===== config.mk =====
export PLATFORM = sky130hd
export DESIGN_NAME = setup_cmd_parser
export DESIGN_NICKNAME = d
export VERILOG_FILES = /design/src/rtl/setup_cmd_pkg.sv /design/src/rtl/scp_line_buf.sv /design/src/rtl/scp_decode.sv /design/src/rtl/scp_tx_mux.sv /design/src/rtl/setup_cmd_parser.sv
export SDC_FILE = /design/constraint.sdc
export NUM_CORES = 1
export LEC_CHECK = 0
export BUFFER_PORTS_ARGS = -buffer_cell sky130_fd_sc_hd__buf_2
export CAP_MARGIN = 20
export CORE_MARGIN = 4
export CORE_UTILIZATION = 30
export DETAILED_ROUTE_END_ITERATION = 10
export GPL_TIMING_DRIVEN = 0
export HOLD_SLACK_MARGIN = 0.03
export MAX_ROUTING_LAYER = met4
export SLEW_MARGIN = 20
export SYNTH_ARGS = -nofsm -noshare
export SYNTH_HDL_FRONTEND = slang
export SYNTH_SLANG_ARGS = --single-unit

===== constraint.sdc =====
create_clock -name clk -period 6 [get_ports clk]
set_input_delay 0.6 -clock clk [delete_from_list [all_inputs] [get_ports clk]]
set_output_delay 0.6 -clock clk [all_outputs]
set_load 0.01 [all_outputs]

===== src/rtl/setup_cmd_pkg.sv =====
package setup_cmd_pkg;

  typedef enum logic [1:0] {
    TONE_OFF = 2'd0,
    TONE_CW  = 2'd1,
    TONE_LF  = 2'd2,
    TONE_HF  = 2'd3
  } tone_e;

  typedef enum logic [2:0] {
    CMD_NONE,
    CMD_ADDR,
    CMD_CHAN,
    CMD_STORE,
    CMD_TONE
  } cmd_e;

  localparam int ARG_W = 3;

  typedef struct packed {
    cmd_e             kind;
    logic [ARG_W-1:0] arg;
    tone_e            tone;
  } cmd_t;

  localparam logic [7:0] CH_CR    = 8'h0D;
  localparam logic [7:0] CH_TILDE = 8'h7E;

endpackage


===== src/rtl/scp_line_buf.sv =====
module scp_line_buf #(
  parameter int LINE_MAX = 10,
  parameter int LEN_W    = $clog2(LINE_MAX + 1)
) (
  input  logic                  clk,
  input  logic                  rst_n,
  input  logic                  clr,
  input  logic                  push,
  input  logic                  flush,
  input  logic [7:0]            din,
  output logic [8*LINE_MAX-1:0] line,
  output logic [LEN_W-1:0]      len,
  output logic                  ovf
);

  logic [LEN_W-1:0] len_q, len_d;
  logic             ovf_q, ovf_d;
  logic             room;

  assign room = int'(len_q) < LINE_MAX;

  always_comb begin
    len_d = len_q;
    ovf_d = ovf_q;
    if (clr || flush) begin
      len_d = '0;
      ovf_d = 1'b0;
    end else if (push) begin
      if (room) len_d = len_q + 1'b1;
      else      ovf_d = 1'b1;
    end
  end

  always_ff @(posedge clk or negedge rst_n) begin
    if (!rst_n) begin
      len_q <= '0;
      ovf_q <= 1'b0;
    end else begin
      len_q <= len_d;
      ovf_q <= ovf_d;
    end
  end

  for (genvar i = 0; i < LINE_MAX; i++) begin : g_slot
    logic [7:0] slot_q;
    logic       wr_en;
    assign wr_en = push && !clr && !flush && (int'(len_q) == i);
    always_ff @(posedge clk or negedge rst_n) begin
      if (!rst_n)     slot_q <= '0;
      else if (wr_en) slot_q <= din;
    end
    assign line[8*i +: 8] = slot_q;
  end

  assign len = len_q;
  assign ovf = ovf_q;

  AST_LEN_BOUND: assert property (@(posedge clk) disable iff (!rst_n)
    int'(len_q) <= LINE_MAX);
  AST_FLUSH_EMPTIES: assert property (@(posedge clk) disable iff (!rst_n)
    (flush || clr) |=> (len_q == '0) && !ovf_q);

endmodule


===== src/rtl/scp_decode.sv =====
module scp_decode
  import setup_cmd_pkg::*;
#(
  parameter int LINE_MAX = 10,
  parameter int LEN_W    = $clog2(LINE_MAX + 1),
  parameter int NUM_ADDR = 8,
  parameter int NUM_CHAN = 5
) (
  input  logic [8*LINE_MAX-1:0] line,
  input  logic [LEN_W-1:0]      len,
  input  logic                  ovf,
  output cmd_t                  cmd
);

  function automatic logic head_is(input logic [8*LINE_MAX-1:0] ln,
                                   input logic [79:0] pat, input int n);
    logic ok;
    ok = 1'b1;
    for (int i = 0; i < LINE_MAX; i++) begin
      if (i < n) begin
        if (ln[8*i +: 8] != pat[8*(n-1-i) +: 8]) ok = 1'b0;
      end
    end
    return ok;
  endfunction

  function automatic logic line_is(input logic [8*LINE_MAX-1:0] ln,
                                   input logic [LEN_W-1:0] ll,
                                   input logic [79:0] pat, input int n);
    return (int'(ll) == n) && head_is(ln, pat, n);
  endfunction

  logic [7:0] dig;
  logic       dig_addr_ok, dig_chan_ok;

  assign dig         = line[39:32];
  assign dig_addr_ok = (int'(dig) >= 48) && (int'(dig) < 48 + NUM_ADDR);
  assign dig_chan_ok = (int'(dig) >= 48) && (int'(dig) < 48 + NUM_CHAN);

  always_comb begin
    cmd.kind = CMD_NONE;
    cmd.arg  = dig[ARG_W-1:0];
    cmd.tone = TONE_OFF;
    if (!ovf) begin
      if (line_is(line, len, "SETPROGRAM", 10)) begin
        cmd.kind = CMD_STORE;
      end else if (line_is(line, len, "NOTONE", 6)) begin
        cmd.kind = CMD_TONE;
        cmd.tone = TONE_CW;
      end else if (line_is(line, len, "LFTONE", 6)) begin
        cmd.kind = CMD_TONE;
        cmd.tone = TONE_LF;
      end else if (line_is(line, len, "HFTONE", 6)) begin
        cmd.kind = CMD_TONE;
        cmd.tone = TONE_HF;
      end else if (line_is(line, len, "#", 1)) begin
        cmd.kind = CMD_TONE;
      end else if (int'(len) == 5 && head_is(line, "ADDR", 4) && dig_addr_ok) begin
        cmd.kind = CMD_ADDR;
      end else if (int'(len) == 5 && head_is(line, "CHAN", 4) && dig_chan_ok) begin
        cmd.kind = CMD_CHAN;
      end
    end
  end

endmodule


===== src/rtl/scp_tx_mux.sv =====
module scp_tx_mux
  import setup_cmd_pkg::*;
(
  input  logic       clk,
  input  logic       rst_n,
  input  logic       echo_go,
  input  logic [7:0] echo_byte,
  input  logic       tilde_pend,
  output logic       tilde_take,
  output logic       tx_valid,
  output logic [7:0] tx_data
);

  logic       valid_d, valid_q;
  logic [7:0] data_d, data_q;

  assign tilde_take = tilde_pend && !echo_go;

  always_comb begin
    valid_d = echo_go || tilde_pend;
    data_d  = echo_go ? echo_byte : CH_TILDE;
  end

  always_ff @(posedge clk or negedge rst_n) begin
    if (!rst_n) begin
      valid_q <= 1'b0;
      data_q  <= '0;
    end else begin
      valid_q <= valid_d;
      if (valid_d) data_q <= data_d;
    end
  end

  assign tx_valid = valid_q;
  assign tx_data  = data_q;

  AST_ECHO_NEXT: assert property (@(posedge clk) disable iff (!rst_n)
    echo_go |=> tx_valid && (tx_data == $past(echo_byte)));
  AST_MARK_SENT: assert property (@(posedge clk) disable iff (!rst_n)
    tilde_take |=> tx_valid && (tx_data == CH_TILDE));

endmodule


===== src/rtl/setup_cmd_parser.sv =====
module setup_cmd_parser
  import setup_cmd_pkg::*;
#(
  parameter int LINE_MAX = 10,
  parameter int NUM_ADDR = 8,
  parameter int NUM_CHAN = 5,
  parameter int ADDR_W   = 3,
  parameter int CHAN_W   = 3
) (
  input  logic              clk,
  input  logic              rst_n,
  input  logic              setup_n,
  input  logic              rx_valid,
  input  logic [7:0]        rx_data,
  output logic              tx_valid,
  output logic [7:0]        tx_data,
  input  logic [ADDR_W-1:0] dflt_addr,
  input  logic [CHAN_W-1:0] dflt_chan,
  output logic              store_req,
  output logic [ADDR_W-1:0] store_addr,
  output logic [CHAN_W-1:0] store_chan,
  input  logic              store_ack,
  output logic [ADDR_W-1:0] addr,
  output logic [CHAN_W-1:0] chan,
  output logic [1:0]        tone,
  output logic              radio_off
);

  localparam int LEN_W = $clog2(LINE_MAX + 1);

  logic                  rx_go, is_cr, push, flush;
  logic [8*LINE_MAX-1:0] line;
  logic [LEN_W-1:0]      len;
  logic                  ovf;
  cmd_t                  cmd;
  logic                  tilde_take;

  logic              init_q, init_d;
  logic [ADDR_W-1:0] addr_q, addr_d;
  logic [CHAN_W-1:0] chan_q, chan_d;
  tone_e             tone_q, tone_d;
  logic              roff_q, roff_d;
  logic              req_q, req_d;
  logic [ADDR_W-1:0] req_addr_q, req_addr_d;
  logic [CHAN_W-1:0] req_chan_q, req_chan_d;
  logic              pend_q, pend_d;

  assign rx_go = rx_valid && !setup_n;
  assign is_cr = (rx_data == CH_CR);
  assign push  = rx_go && !is_cr;
  assign flush = rx_go && is_cr;

  scp_line_buf #(.LINE_MAX(LINE_MAX), .LEN_W(LEN_W)) i_buf (
    .clk(clk), .rst_n(rst_n), .clr(setup_n), .push(push), .flush(flush),
    .din(rx_data), .line(line), .len(len), .ovf(ovf)
  );

  scp_decode #(.LINE_MAX(LINE_MAX), .LEN_W(LEN_W),
               .NUM_ADDR(NUM_ADDR), .NUM_CHAN(NUM_CHAN)) i_dec (
    .line(line), .len(len), .ovf(ovf), .cmd(cmd)
  );

  scp_tx_mux i_tx (
    .clk(clk), .rst_n(rst_n), .echo_go(rx_go), .echo_byte(rx_data),
    .tilde_pend(pend_q), .tilde_take(tilde_take),
    .tx_valid(tx_valid), .tx_data(tx_data)
  );

  always_comb begin
    init_d     = 1'b1;
    addr_d     = addr_q;
    chan_d     = chan_q;
    tone_d     = tone_q;
    roff_d     = !setup_n;
    req_d      = req_q;
    req_addr_d = req_addr_q;
    req_chan_d = req_chan_q;
    pend_d     = pend_q && !tilde_take;
    if (!init_q) begin
      addr_d = dflt_addr;
      chan_d = dflt_chan;
    end else if (flush) begin
      case (cmd.kind)
        CMD_ADDR: addr_d = cmd.arg[ADDR_W-1:0];
        CMD_CHAN: chan_d = cmd.arg[CHAN_W-1:0];
        CMD_TONE: tone_d = cmd.tone;
        CMD_STORE: if (!req_q) begin
          req_d      = 1'b1;
          req_addr_d = addr_q;
          req_chan_d = chan_q;
        end
        default: ;
      endcase
    end
    if (setup_n) tone_d = TONE_OFF;
    if (req_q && store_ack) begin
      req_d  = 1'b0;
      pend_d = 1'b1;
    end
  end

  always_ff @(posedge clk or negedge rst_n) begin
    if (!rst_n) begin
      init_q     <= 1'b0;
      addr_q     <= '0;
      chan_q     <= '0;
      tone_q     <= TONE_OFF;
      roff_q     <= 1'b1;
      req_q      <= 1'b0;
      req_addr_q <= '0;
      req_chan_q <= '0;
      pend_q     <= 1'b0;
    end else begin
      init_q     <= init_d;
      addr_q     <= addr_d;
      chan_q     <= chan_d;
      tone_q     <= tone_d;
      roff_q     <= roff_d;
      req_q      <= req_d;
      req_addr_q <= req_addr_d;
      req_chan_q <= req_chan_d;
      pend_q     <= pend_d;
    end
  end

  assign addr       = addr_q;
  assign chan       = chan_q;
  assign tone       = tone_q;
  assign radio_off  = roff_q;
  assign store_req  = req_q;
  assign store_addr = req_addr_q;
  assign store_chan = req_chan_q;

  AST_RADIO_FOLLOWS: assert property (@(posedge clk) disable iff (!rst_n)
    init_q |-> (radio_off == $past(!setup_n)));
  AST_CFG_HOLD: assert property (@(posedge clk) disable iff (!rst_n)
    (init_q && !flush) |=> $stable(addr) && $stable(chan));
  AST_REQ_HOLD: assert property (@(posedge clk) disable iff (!rst_n)
    (store_req && !store_ack) |=> store_req && $stable(store_addr) && $stable(store_chan));
  AST_TONE_OFF: assert property (@(posedge clk) disable iff (!rst_n)
    setup_n |=> (tone == 2'd0));

endmodule


==> metrics.md, run 1 <==
| Metric | Value |
|---|---|
| Outcome | `finished, final reports clean` |
| Die Area | `18700 µm²` |
| Post-Synth Simple-Gate Area | `0.166` |
| Fraction of registers with async set/reset | `1.00` |
| Clock Sinks | `112` |
| Post-route cell area | `5810 µm²` |
| Vias/cell | `5.06` |
| Tot GR Track Use | `0.139` |
| Core Box Area | `16100 µm²` |
| Top_reg_cell synth | `dfrtp_1` |
| Post-DP HPWL | `8290 µm` |
| Total power | `1860 µW` |
| Final #Nets | `468` |
| Dpl cell area | `5480 µm²` |
| CP Capture Type | `flop` |
| Htree depth | `3` |
| CTS max path bufs | `2` |
| Antenna viol nets, final | `0` |
| Highest clock rate | `0.383 GHz` |
| Post-CTS setup buffers | `0` |
| CP Class | `flop to flop` |
| Gate Count Post-Synth | `390` |
| Number of placement rows | `46` |
| DRT Pass-1 Iters | `4` |
| Worst-Skew Late Latency | `350 ps` |
| Worst-path clk slew | `70 ps` |
| Cts repair resizes | `0` |
| Post-synth top cells | `dfrtp_1, mux2_2, nand2_1` |
| RSZ-0062 raised after global routing | `no` |
| Slew Limit Fails | `0` |
| Syn Nets | `413` |
| Post-synth EDFFs | `0` |
| Final Critical Period | `2610 ps` |
| Root buf cell | `clkbuf_16` |
| Synth Cell Area | `4960 µm²` |
| WP data required | `6220 ps` |
| Top cells by area, synth | `dfrtp_1, mux2_2, nor4b_1` |
| Fin crit share | `0.435` |
| Adder-cell share of the synthesized area | `0.0101` |
| Final global-route overflow total | `0` |
| HP Class | `primary input to asynchronous set/reset pin` |
| Max-slew headroom | `0.522` |
| Worst-path fanout max | `3` |
| CTS tree | `built` |
| Worst-margin pin slew | `717 ps` |
| CP arrival | `2830 ps` |
| Die Ht | `137 µm` |
| Maxcap violations | `0` |
| Compound-cell area share of the yosys netlist | `0.0277` |
| Pleak | `0.00267 µW` |
| Area Overhead vs Synth | `17.0%` |
| VDD IR max | `0.136 mV` |
| # fillers | `1555` |
| Most frequent cell after synthesis | `dfrtp_1` |
| Input/output buffers | `43` |
| 1st-iter DRT viols | `325` |
| Clk_skew | `8.24 ps` |
| Setup crit start kind | `flop` |
| Synth Warn # | `0` |
| XOR/XNOR Fraction of Synth Area | `0.00353` |
| Cell taking the most area after synthesis | `dfrtp_1` |
| Yosys reg bits | `112` |
| Register area share after synthesis | `0.565` |
| Post-synthesis cell type count | `46` |
| Initial antenna violation count | `0` |
| Layout cell share with drive strength beyond 1 | `0.338` |
| Mux share of post-synthesis cell area | `0.213` |
| Pin count of the biggest net entering global routing | `73` |
| Routability Congestion | `0.902` |
| Largest family of logic cells by synthesized area | `multiplexers` |
| Final setup violation count | `0` |
| Post-synth top area share | `0.559` |
| Post-Route WL | `11800 µm` |
| I/O pin total | `44` |
| Vias | `3373` |
| First-pass GRT wire length | `19300 µm` |
| # DRC | `0` |
| Avg Synthesized Cell Area | `12.7 µm²` |
| N_diodes | `0` |
| TritonCTS buffer count | `9` |
| Initial Util | `0.309` |
| Setup TNS | `0 ps` |
| Hold Fails Final Rpt | `0` |
| # hold bufs at CTS | `0` |
| Pwr Density | `321 nW/µm²` |
| Die Wd | `137 µm` |
| Routed WL per cell | `17.7 µm` |
| Vias in the first global route | `3449` |
routing by layer:
metal	share of wire	global-route usage	vias up
met1	0.46	0.186	1729
met5	0	-	-
met4	0.015	0.0599	0
met3	0.052	0.0243	13
li1	-	-	1553
met2	0.48	0.207	78
where the power goes:
group	total [µW]	switching [µW]	leakage, µW	internal (µW)
registers	974	102	0.00147	872
logic	244	109	0.00105	135
clock network	646	277	0.000153	368
total	1860	488	0.00267	1380
layout make-up:
class | instances | area [µm²] | share of cell area
flip-flops and latches | 112 | 2800 | 0.483
clock buffers | 10 | 229 | 0.0394
well taps | 216 | 270 | 0.0465
multi-input cells | 260 | 2090 | 0.360
plain buffers | 13 | 52.6 | 0.00905
repair buffers | 44 | 249 | 0.0429
inverters | 5 | 18.8 | 0.00323
clock inverters | 6 | 93.8 | 0.0162
critical path, stage by stage, from the launching register on:
cell and delay (ps):
dfrtp_1 410, nor4b_2 570, nand4_1 200, or4_4 520, nor4b_4 440, mux2i_1 250
a21oi_1 90
through the flow:
stage          worst slack (ps)  hold WS [ps]  std cells  utilization
2_1_floorplan              3740           304        390            -
3_3_place_gp               3080           480        649        0.339
3_5_place_dp               3110           491        650        0.342
4_1_cts                    3400           155        666        0.362
6_report                   3390           142        666        0.362
5_1_grt                    3240           172        666        0.362
flip-flops by register name, indices dropped and copies added, names as in the netlist:
register             cells
i_buf.g_slot.slot_q     80
i_buf.ovf                1
pend_q                   1
store_req                1
store_addr               3
store_chan               3
i_tx.tx_valid            1
addr                     3
chan                     3
i_buf.len                4
i_tx.tx_data             8
tone                     2
radio_off                1
init_q                   1
cell families after synthesis:
| logic type | Yosys count |
|---|---|
| adder cells (fa/ha/maj) | 4 |
| buffers and inverters | 18 |
| AO/OA/AOI/OAI | 24 |
| flip-flops | 112 |
| other | 1 |
| AND/OR/NAND/NOR | 134 |
| multiplexers | 95 |
| XOR/XNOR | 2 |
cells in the final DEF, fill, tap and decap left out, types with 2 or more instances in the layout:
cell type,Yosys,routed
dfrtp_1,111,111
mux2_2,84,84
buf_2,0,42
nand2_1,27,27
nor2_1,22,22
nand4_1,14,14
clkbuf_1,11,12
o21ai_0,12,12
nor4b_1,12,12
mux2i_1,9,9
clkbuf_16,0,9
nor4_1,8,8
nand3_1,7,7
nor3_1,7,7
a21oi_1,6,6
nor4bb_1,6,6
inv_1,5,5
nor2b_1,5,5
nand2b_1,4,4
nor3b_1,4,4
ha_1,4,4
and4b_1,3,3
clkinv_4,0,3
or2_2,2,2
mux2_1,2,2
nand4b_1,2,2
bufinv_16,0,2
path summary, 6_finish.rpt:
kind	from	endpoint	slack, ps	cells after the start
max in group asynchronous	rst_n	i_buf.g_slot[2].slot_q[5]	5180	2
min in group clk	store_ack	store_req	460	2
max	i_buf.g_slot[4].slot_q[3]	addr[0]	3390	6
min	rst_n	i_tx.tx_data[0]	140	1
max reg2reg	i_buf.g_slot[4].slot_q[3]	addr[0]	3390	6
min reg2reg	store_addr[2]	store_addr[2]	500	1
No activity file was read; power rests on OpenSTA's default activity.
==> run 2, diff against run 1 <==
Clock period 6 ns to 2.7 ns, I/O delays scaled along.
==> run 2 against run 1 <==
Wire length rose by 0.24%. Largest power group unchanged. Via count is 0.33% higher. Core utilization increased by 0.16 points. Hold slack got worse by 13 ps. Global-route usage stayed put. Worst setup slack got worse by 3200 ps. Power grew 120%. Final area rose by 0.45%. Count of clock-buffer cells in the layout unchanged. Sequential share of layout area shrank 0.22 points. Critical path depth unchanged.
==> metrics.md, run 2 (same netlist as run 1, synthesis figures left out) <==
| Metric | Value |
|---|---|
| Outcome | `finished, final reports clean (unchanged)` |
| Core Box Area | `16100 µm² (unchanged)` |
| Hold Path Sink | `store_req` |
| P_int | `3060 µW (was 1380 µW)` |
| Most common cell after layout, fill and taps aside | `dfrtp_1 (unchanged)` |
| Final #Nets | `470 (was 468)` |
| I/O pin total | `44 (unchanged)` |
| N_diodes | `0 (unchanged)` |
| Max reg flops | `80 (unchanged)` |
| RR Endpoint | `addr[0] (unchanged)` |
| Tot GR Track Use | `0.139 (unchanged)` |
| Input/output buffers | `43 (unchanged)` |
| Layout cell share with drive strength beyond 1 | `0.338 (about the same)` |
| Max-slew headroom | `0.520 (was 0.522)` |
| Vias/cell | `5.07 (was 5.06)` |
| Number of placement rows | `46 (unchanged)` |
| Hold Path Stages | `2` |
| Worst-path clk slew | `70 ps (about the same)` |
| Hold_sp | `store_ack` |
| Htree depth | `3 (unchanged)` |
| TritonCTS buffer count | `9 (unchanged)` |
| WP data required | `2920 ps (was 6220 ps)` |
| Cells after DPL | `650 (unchanged)` |
| Reg2Reg Setup Slack | `220 ps (was 3390 ps)` |
| Maxcap violations | `0 (unchanged)` |
| CP Capture Type | `flop (unchanged)` |
| Initial Util | `0.309 (unchanged)` |
| Reg2reg path depth | `6 (unchanged)` |
| Dpl cell area | `5480 µm² (unchanged)` |
| Setup TNS | `0 ps (unchanged)` |
| Vias in the first global route | `3449 (unchanged)` |
| DRT Pass-1 Iters | `4 (unchanged)` |
| Clock share of power | `0.346 (was 0.347)` |
| Most frequent cells in the layout | `dfrtp_1, mux2_2, buf_2 (unchanged)` |
| Die Ht | `137 µm (unchanged)` |
| Highest clock rate | `0.403 GHz (was 0.383 GHz)` |
| Placement Setup Slack | `113 ps (was 3110 ps)` |
| CTS tree | `built (unchanged)` |
| CTS max path bufs | `2 (unchanged)` |
| HP Class | `primary input to flop (was primary input to asynchronous set/reset pin)` |
| Root buf cell | `clkbuf_16 (unchanged)` |
| Pleak | `0.00268 µW (was 0.00267 µW)` |
| Slew Limit Fails | `0 (unchanged)` |
| Sw Ratio | `0.262 (about the same)` |
| Worst-Skew Late Latency | `350 ps (about the same)` |
| RSZ-0062 raised after global routing | `no (unchanged)` |
| Hold Fails Final Rpt | `0 (unchanged)` |
| Core Util, Final | `0.363 (was 0.362)` |
| Pin count of the biggest net entering global routing | `73 (unchanged)` |
| Post-route cell area | `5830 µm² (was 5810 µm²)` |
| Clk_skew | `7.62 ps (was 8.24 ps)` |
| CP Buf/Inv Count | `0 (unchanged)` |
| PnR worst setup slack | `216 ps (was 3390 ps)` |
| Reg-to-reg critical path startpoint | `i_buf.g_slot[1].slot_q[5] (was i_buf.g_slot[4].slot_q[3])` |
| Sequential power share | `0.523 (about the same)` |
| Vias | `3384 (was 3373)` |
| Antenna viol nets, final | `0 (unchanged)` |
| Die Wd | `137 µm (unchanged)` |
| Post-Route WL | `11800 µm (about the same)` |
| Worst-margin pin slew | `720 ps (was 717 ps)` |
| Layout Cells excl Fill | `668 (was 666)` |
| Routability Congestion | `0.902 (unchanged)` |
| Slowest library cell on the worst path | `or4_4 (was nor4b_2)` |
| Final Critical Period | `2480 ps (was 2610 ps)` |
| CP arrival | `2700 ps (was 2830 ps)` |
| Routed WL per cell | `17.7 µm (about the same)` |
| NetSw | `1090 µW (was 488 µW)` |
| Family with the most delay on the worst path | `simple AND/OR/NAND/NOR gates (unchanged)` |
| Max incr delay on CP | `570 ps (about the same)` |
| Clock Sinks | `112 (unchanged)` |
| 1st-iter DRT viols | `300 (was 325)` |
| CP Class | `flop to flop (unchanged)` |
| Area Overhead vs Synth | `17.5% (was 17.0%)` |
| Setup crit start kind | `flop (unchanged)` |
| Post-DP HPWL | `8290 µm (unchanged)` |
| Logic pwr share | `0.132 (was 0.131)` |
| Worst-path fanout max | `4 (was 3)` |
| Final global-route overflow total | `0 (unchanged)` |
| Final setup violation count | `0 (unchanged)` |
| # DRC | `0 (unchanged)` |
| Pwr Density | `711 nW/µm² (was 321 nW/µm²)` |
| Biggest register | `i_buf.g_slot.slot_q (unchanged)` |
| Die Area | `18700 µm² (unchanged)` |
| Cells along the critical path | `nor4b_1 -> nand2_1 -> or4_4 -> nor4b_4 -> mux2i_1 -> a21oi_1 (was nor4b_2 -> nand4_1 -> or4_4 -> nor4b_4 -> mux2i_1 -> a21oi_1)` |
| VDD IR max | `0.304 mV (was 0.136 mV)` |
| First-pass GRT wire length | `19300 µm (unchanged)` |
| Initial antenna violation count | `0 (unchanged)` |
| Fin crit share | `0.920 (was 0.435)` |
==> run 2: cell types whose count changed in the layout (fill, tap and decap cells not counted), sizes merged <==
cell,before,now
dlygate4sd3,0,1
buf,46,47
==> run 2: power groups by stage <==
stage | logic [µW] | clock network (µW) | registers (µW)
final | 547 | 1430 | 2170
after global routing | 610 | 1540 | 2210
after global placement | 523 | 0 | 2170
after detailed placement | 549 | 0 | 2190
after floorplan | 374 | 0 | 2130
after CTS | 553 | 1470 | 2160
==> run 2: layout make-up <==
class	instances	area [µm²]
clock inverters	6	93.8
clock buffers	10	229
well taps	216	270
repair buffers	46	267
multi-input cells	260	2100
inverters	5	18.8
flip-flops and latches	112	2800
plain buffers	13	52.6
fillers	1552	10200
==> run 2: routing by layer <==
| metal | GRT usage | vias up | part of all wire |
|---|---|---|---|
| li1 | - | 1555 | - |
| met1 | 0.186 | 1727 | 0.45 |
| met2 | 0.207 | 80 | 0.47 |
| met3 | 0.0243 | 22 | 0.055 |
| met4 | 0.0599 | 0 | 0.022 |
| met5 | - | - | 0 |
==> run 2: timing repair <==
item | CTS | global route
setup endpoints to repair | 0 | 8
endpoints found under the hold margin | 39 | 0
hold buffers | 1 | 0
buffers inserted | 0 | 1
gates resized for setup | 0 | 1
==> run 2: stage by stage <==
step | total power, µW | hold slack (ps)
floorplan | 2500 | -25.6
global placement | 2700 | 480
detailed placement | 2740 | 205
CTS | 4180 | 123
global route | 4350 | 159
finish | 4150 | 129
==> run 2: worst max path at each step <==
stage	to	cells after the start	from
after CTS	addr[0]	6	i_buf.g_slot[4].slot_q[3]
after floorplan	addr[0]	6	i_buf.g_slot[4].slot_q[3]
after global placement	i_buf.g_slot[3].slot_q[7]	1	rst_n
after detailed placement	addr[0]	6	i_buf.g_slot[4].slot_q[3]
after global routing	addr[0]	6	i_buf.g_slot[1].slot_q[5]
final	addr[0]	6	i_buf.g_slot[1].slot_q[5]
==> run 3, diff against run 2 <==
Settings changed: ABC_AREA from default to 1.
==> run 3 against run 2 <==
Maximum frequency grew 7.9%. Count of clock-buffer cells in the layout is 2 higher. Sequential share of layout area down 2.1 points. Sequential power decreased by 2%. Largest power group unchanged. Highest routed layer unchanged.
==> metrics.md, run 3 <==
| Metric | Value |
|---|---|
| DRT Pass-1 Iters | `5 (was 4)` |
| Pin count of the biggest net entering global routing | `69 (was 73)` |
| Die Ht | `140 µm (was 137 µm)` |
| Initial Util | `0.305 (was 0.309)` |
| Worst-Skew Late Latency | `350 ps (about the same)` |
| 1st-iter DRT viols | `236 (was 300)` |
| Syn Nets | `681 (was 413)` |
| RR Endpoint | `store_chan[0] (was addr[0])` |
| Fraction of registers with async set/reset | `1.00 (unchanged)` |
| Worst-margin pin slew | `699 ps (was 720 ps)` |
| CP Capture Type | `flop (unchanged)` |
| Gate Count Post-Synth | `658 (was 390)` |
| # fillers | `1784 (was 1552)` |
| Cts repair resizes | `0 (unchanged)` |
| Maxcap violations | `0 (unchanged)` |
| Hold Path Sink | `store_req (unchanged)` |
| Final global-route overflow total | `0 (unchanged)` |
| PnR worst setup slack | `398 ps (was 216 ps)` |
| Crit. Startpoint | `i_buf.len[1] (was i_buf.g_slot[1].slot_q[5])` |
| First-pass GRT wire length | `21600 µm (was 19300 µm)` |
| Post-synth top area share | `0.528 (was 0.559)` |
| Synth Cell Area | `5260 µm² (was 4960 µm²)` |
| Antenna viol nets, final | `0 (unchanged)` |
| Layout cell share with drive strength beyond 1 | `0.134 (was 0.338)` |
| Register area share after synthesis | `0.533 (was 0.565)` |
| Slew Limit Fails | `0 (unchanged)` |
| Input/output buffers | `43 (unchanged)` |
| Max-slew headroom | `0.534 (was 0.520)` |
| N_diodes | `0 (unchanged)` |
| Pleak | `0.00290 µW (was 0.00268 µW)` |
| Final #Nets | `737 (was 470)` |
| Clock Sinks | `112 (unchanged)` |
| Htree depth | `3 (unchanged)` |
| Worst-path fanout max | `8 (was 4)` |
| Area Overhead vs Synth | `15.8% (was 17.5%)` |
| WHS | `98.4 ps (was 129 ps)` |
| Die Wd | `140 µm (was 137 µm)` |
| Vias/cell | `4.62 (was 5.07)` |
| Synth Warn # | `0 (unchanged)` |
| Top cells by area, synth | `dfrtp_1, nand2_1, o21ai_0 (was dfrtp_1, mux2_2, nor4b_1)` |
| CTS tree | `built (unchanged)` |
| Hold Fails Final Rpt | `0 (unchanged)` |
| Pwr Density | `668 nW/µm² (was 711 nW/µm²)` |
| Hold Path Stages | `2 (unchanged)` |
| TritonCTS buffer count | `9 (unchanged)` |
| Yosys reg bits | `112 (unchanged)` |
| CP Class | `flop to flop (unchanged)` |
| Most common cell after layout, fill and taps aside | `nand2_1 (was dfrtp_1)` |
| # DRC | `0 (unchanged)` |
| VDD IR max | `0.413 mV (was 0.304 mV)` |
| Post-DP HPWL | `9210 µm (was 8290 µm)` |
| Reg-to-reg critical path startpoint | `i_buf.len[1] (was i_buf.g_slot[1].slot_q[5])` |
| Cell taking the most area after synthesis | `dfrtp_1 (unchanged)` |
| WP data required | `2940 ps (was 2920 ps)` |
| Reg2reg path depth | `11 (was 6)` |
| Post-CTS setup buffers | `0 (unchanged)` |
| Top_reg_cell synth | `dfrtp_1 (unchanged)` |
| Avg Synthesized Cell Area | `7.99 µm² (was 12.7 µm²)` |
| Reg2Reg Setup Slack | `400 ps (was 220 ps)` |
| Outcome | `finished, final reports clean (unchanged)` |
| Multi-input combinational cell area | `2090 µm² (was 2100 µm²)` |
| RSZ-0062 raised after global routing | `no (unchanged)` |
| Core Box Area | `17200 µm² (was 16100 µm²)` |
| Initial antenna violation count | `0 (unchanged)` |
| CTS max path bufs | `2 (unchanged)` |
| Core Util, Final | `0.354 (was 0.363)` |
| Post-synth EDFFs | `0 (unchanged)` |
| HP Class | `primary input to flop (unchanged)` |
| Final setup violation count | `0 (unchanged)` |
| Tot GR Track Use | `0.139 (about the same)` |
| Vias | `4358 (was 3384)` |
| I/O pin total | `44 (unchanged)` |
| Clk_skew | `10.1 ps (was 7.62 ps)` |
| Biggest register | `i_buf.g_slot.slot_q (unchanged)` |
| Highest clock rate | `0.434 GHz (was 0.403 GHz)` |
| Max reg flops | `80 (unchanged)` |
| Register Area | `2800 µm² (unchanged)` |
| Post-synth top cells | `nand2_1, dfrtp_1, o21ai_0 (was dfrtp_1, mux2_2, nand2_1)` |
| CP arrival | `2540 ps (was 2700 ps)` |
| Setup crit start kind | `flop (unchanged)` |
| Most frequent cells in the layout | `nand2_1, dfrtp_1, o21ai_0 (was dfrtp_1, mux2_2, buf_2)` |
| Die Area | `19700 µm² (was 18700 µm²)` |
| Root buf cell | `clkbuf_16 (unchanged)` |
| Fin crit share | `0.853 (was 0.920)` |
| Most frequent cell after synthesis | `nand2_1 (was dfrtp_1)` |
| Routability Congestion | `0.881 (was 0.902)` |
| Hold_sp | `store_ack (unchanged)` |
| Routed WL per cell | `13.7 µm (was 17.7 µm)` |
| Number of placement rows | `48 (was 46)` |
| Post-synthesis cell type count | `31 (was 46)` |
| Placement Setup Slack | `333 ps (was 113 ps)` |
| Final Critical Period | `2300 ps (was 2480 ps)` |
| Post-Route WL | `13000 µm (was 11800 µm)` |
| Vias in the first global route | `4142 (was 3449)` |
| Worst-path clk slew | `80 ps (was 70 ps)` |
run 3: cell count changes in the layout (fill, tap and decap cells not counted), sizes merged, moves of 6 or more:
| cell | previous run | this run |
|---|---|---|
| buf | 47 | 56 |
| nand3 | 7 | 33 |
| nor4b | 14 | 0 |
| nor4 | 8 | 2 |
| mux2i | 9 | 0 |
| mux2 | 86 | 0 |
| nor4bb | 6 | 0 |
| nor2 | 22 | 86 |
| o21ai | 12 | 88 |
| nand2 | 27 | 197 |
| inv | 5 | 75 |
run 3: what timing repair did:
item	CTS	global route
endpoints found under the hold margin	43	0
hold buffers	1	0
endpoints found under the setup margin	0	0
run 3: worst max-delay path by stage:
| stage | end | depth (start not counted) |
|---|---|---|
| global route | store_addr[1] | 11 |
| floorplan | store_addr[0] | 13 |
| CTS | store_chan[0] | 11 |
| finish | store_chan[0] | 11 |
| global placement | i_buf.g_slot[9].slot_q[2] | 1 |
| detailed placement | store_addr[1] | 8 |
run 3: metrics by stage:
| stage | instance area [µm²] | cells | setup TNS, ps | total power [µW] |
|---|---|---|---|---|
| after floorplan | 5260 | 658 | 0 | 2530 |
| final | 6090 | 944 | 0 | 4070 |
| after global routing | 6090 | 944 | 0 | 4300 |
| after detailed placement | 5790 | 927 | 0 | 2770 |
| after CTS | 6090 | 944 | 0 | 4100 |
| after global placement | 5760 | 926 | -8100 | 2750 |
run 3: worst max-delay path, stage by stage (launching register included):
cell and delay (ps):
dfrtp_1 420, inv_1 130, ha_1 220, inv_1 70, nor2_1 220, nand3_1 100
nor2_1 130, nand3_1 180, a21oi_4 350, nand4_4 210, nand2_1 100, nand2_1 50
run 3: area by class of cell:
| cell class | instances | area share |
|---|---|---|
| clock buffers | 12 | 0.0421 |
| repair buffers | 45 | 0.0425 |
| flip-flops and latches | 112 | 0.460 |
| inverters | 73 | 0.0450 |
| well taps | 225 | 0.0462 |
| clock inverters | 4 | 0.00595 |
| multi-input cells | 452 | 0.343 |
| plain buffers | 21 | 0.0152 |
run 3: kinds of logic after synthesis:
logic type / count (synthesis) / synth area share
adders and majority gates: 4 / 0.00952
AOI/OAI and AO/OA: 101 / 0.102
DFF: 112 / 0.533
buffers and inverters: 94 / 0.0697
xor gates and xnor gates: 1 / 0.00167
other: 1 / 0.000713
and+or+nand+nor: 345 / 0.284
run 3: power breakdown:
| group | leakage, µW | internal (µW) | switching (µW) |
|---|---|---|---|
| clock | 0.000141 | 690 | 642 |
| combinational | 0.00127 | 232 | 387 |
| sequential | 0.00148 | 1910 | 203 |
run 3: per-layer routing:
layer  up-vias  global-route usage  wire length, µm
met4         0              0.0321              144
met5         -                   -                0
met2        65               0.221             6220
li1       2204                   -                -
met1      2077               0.187             6170
met3        12              0.0253              440
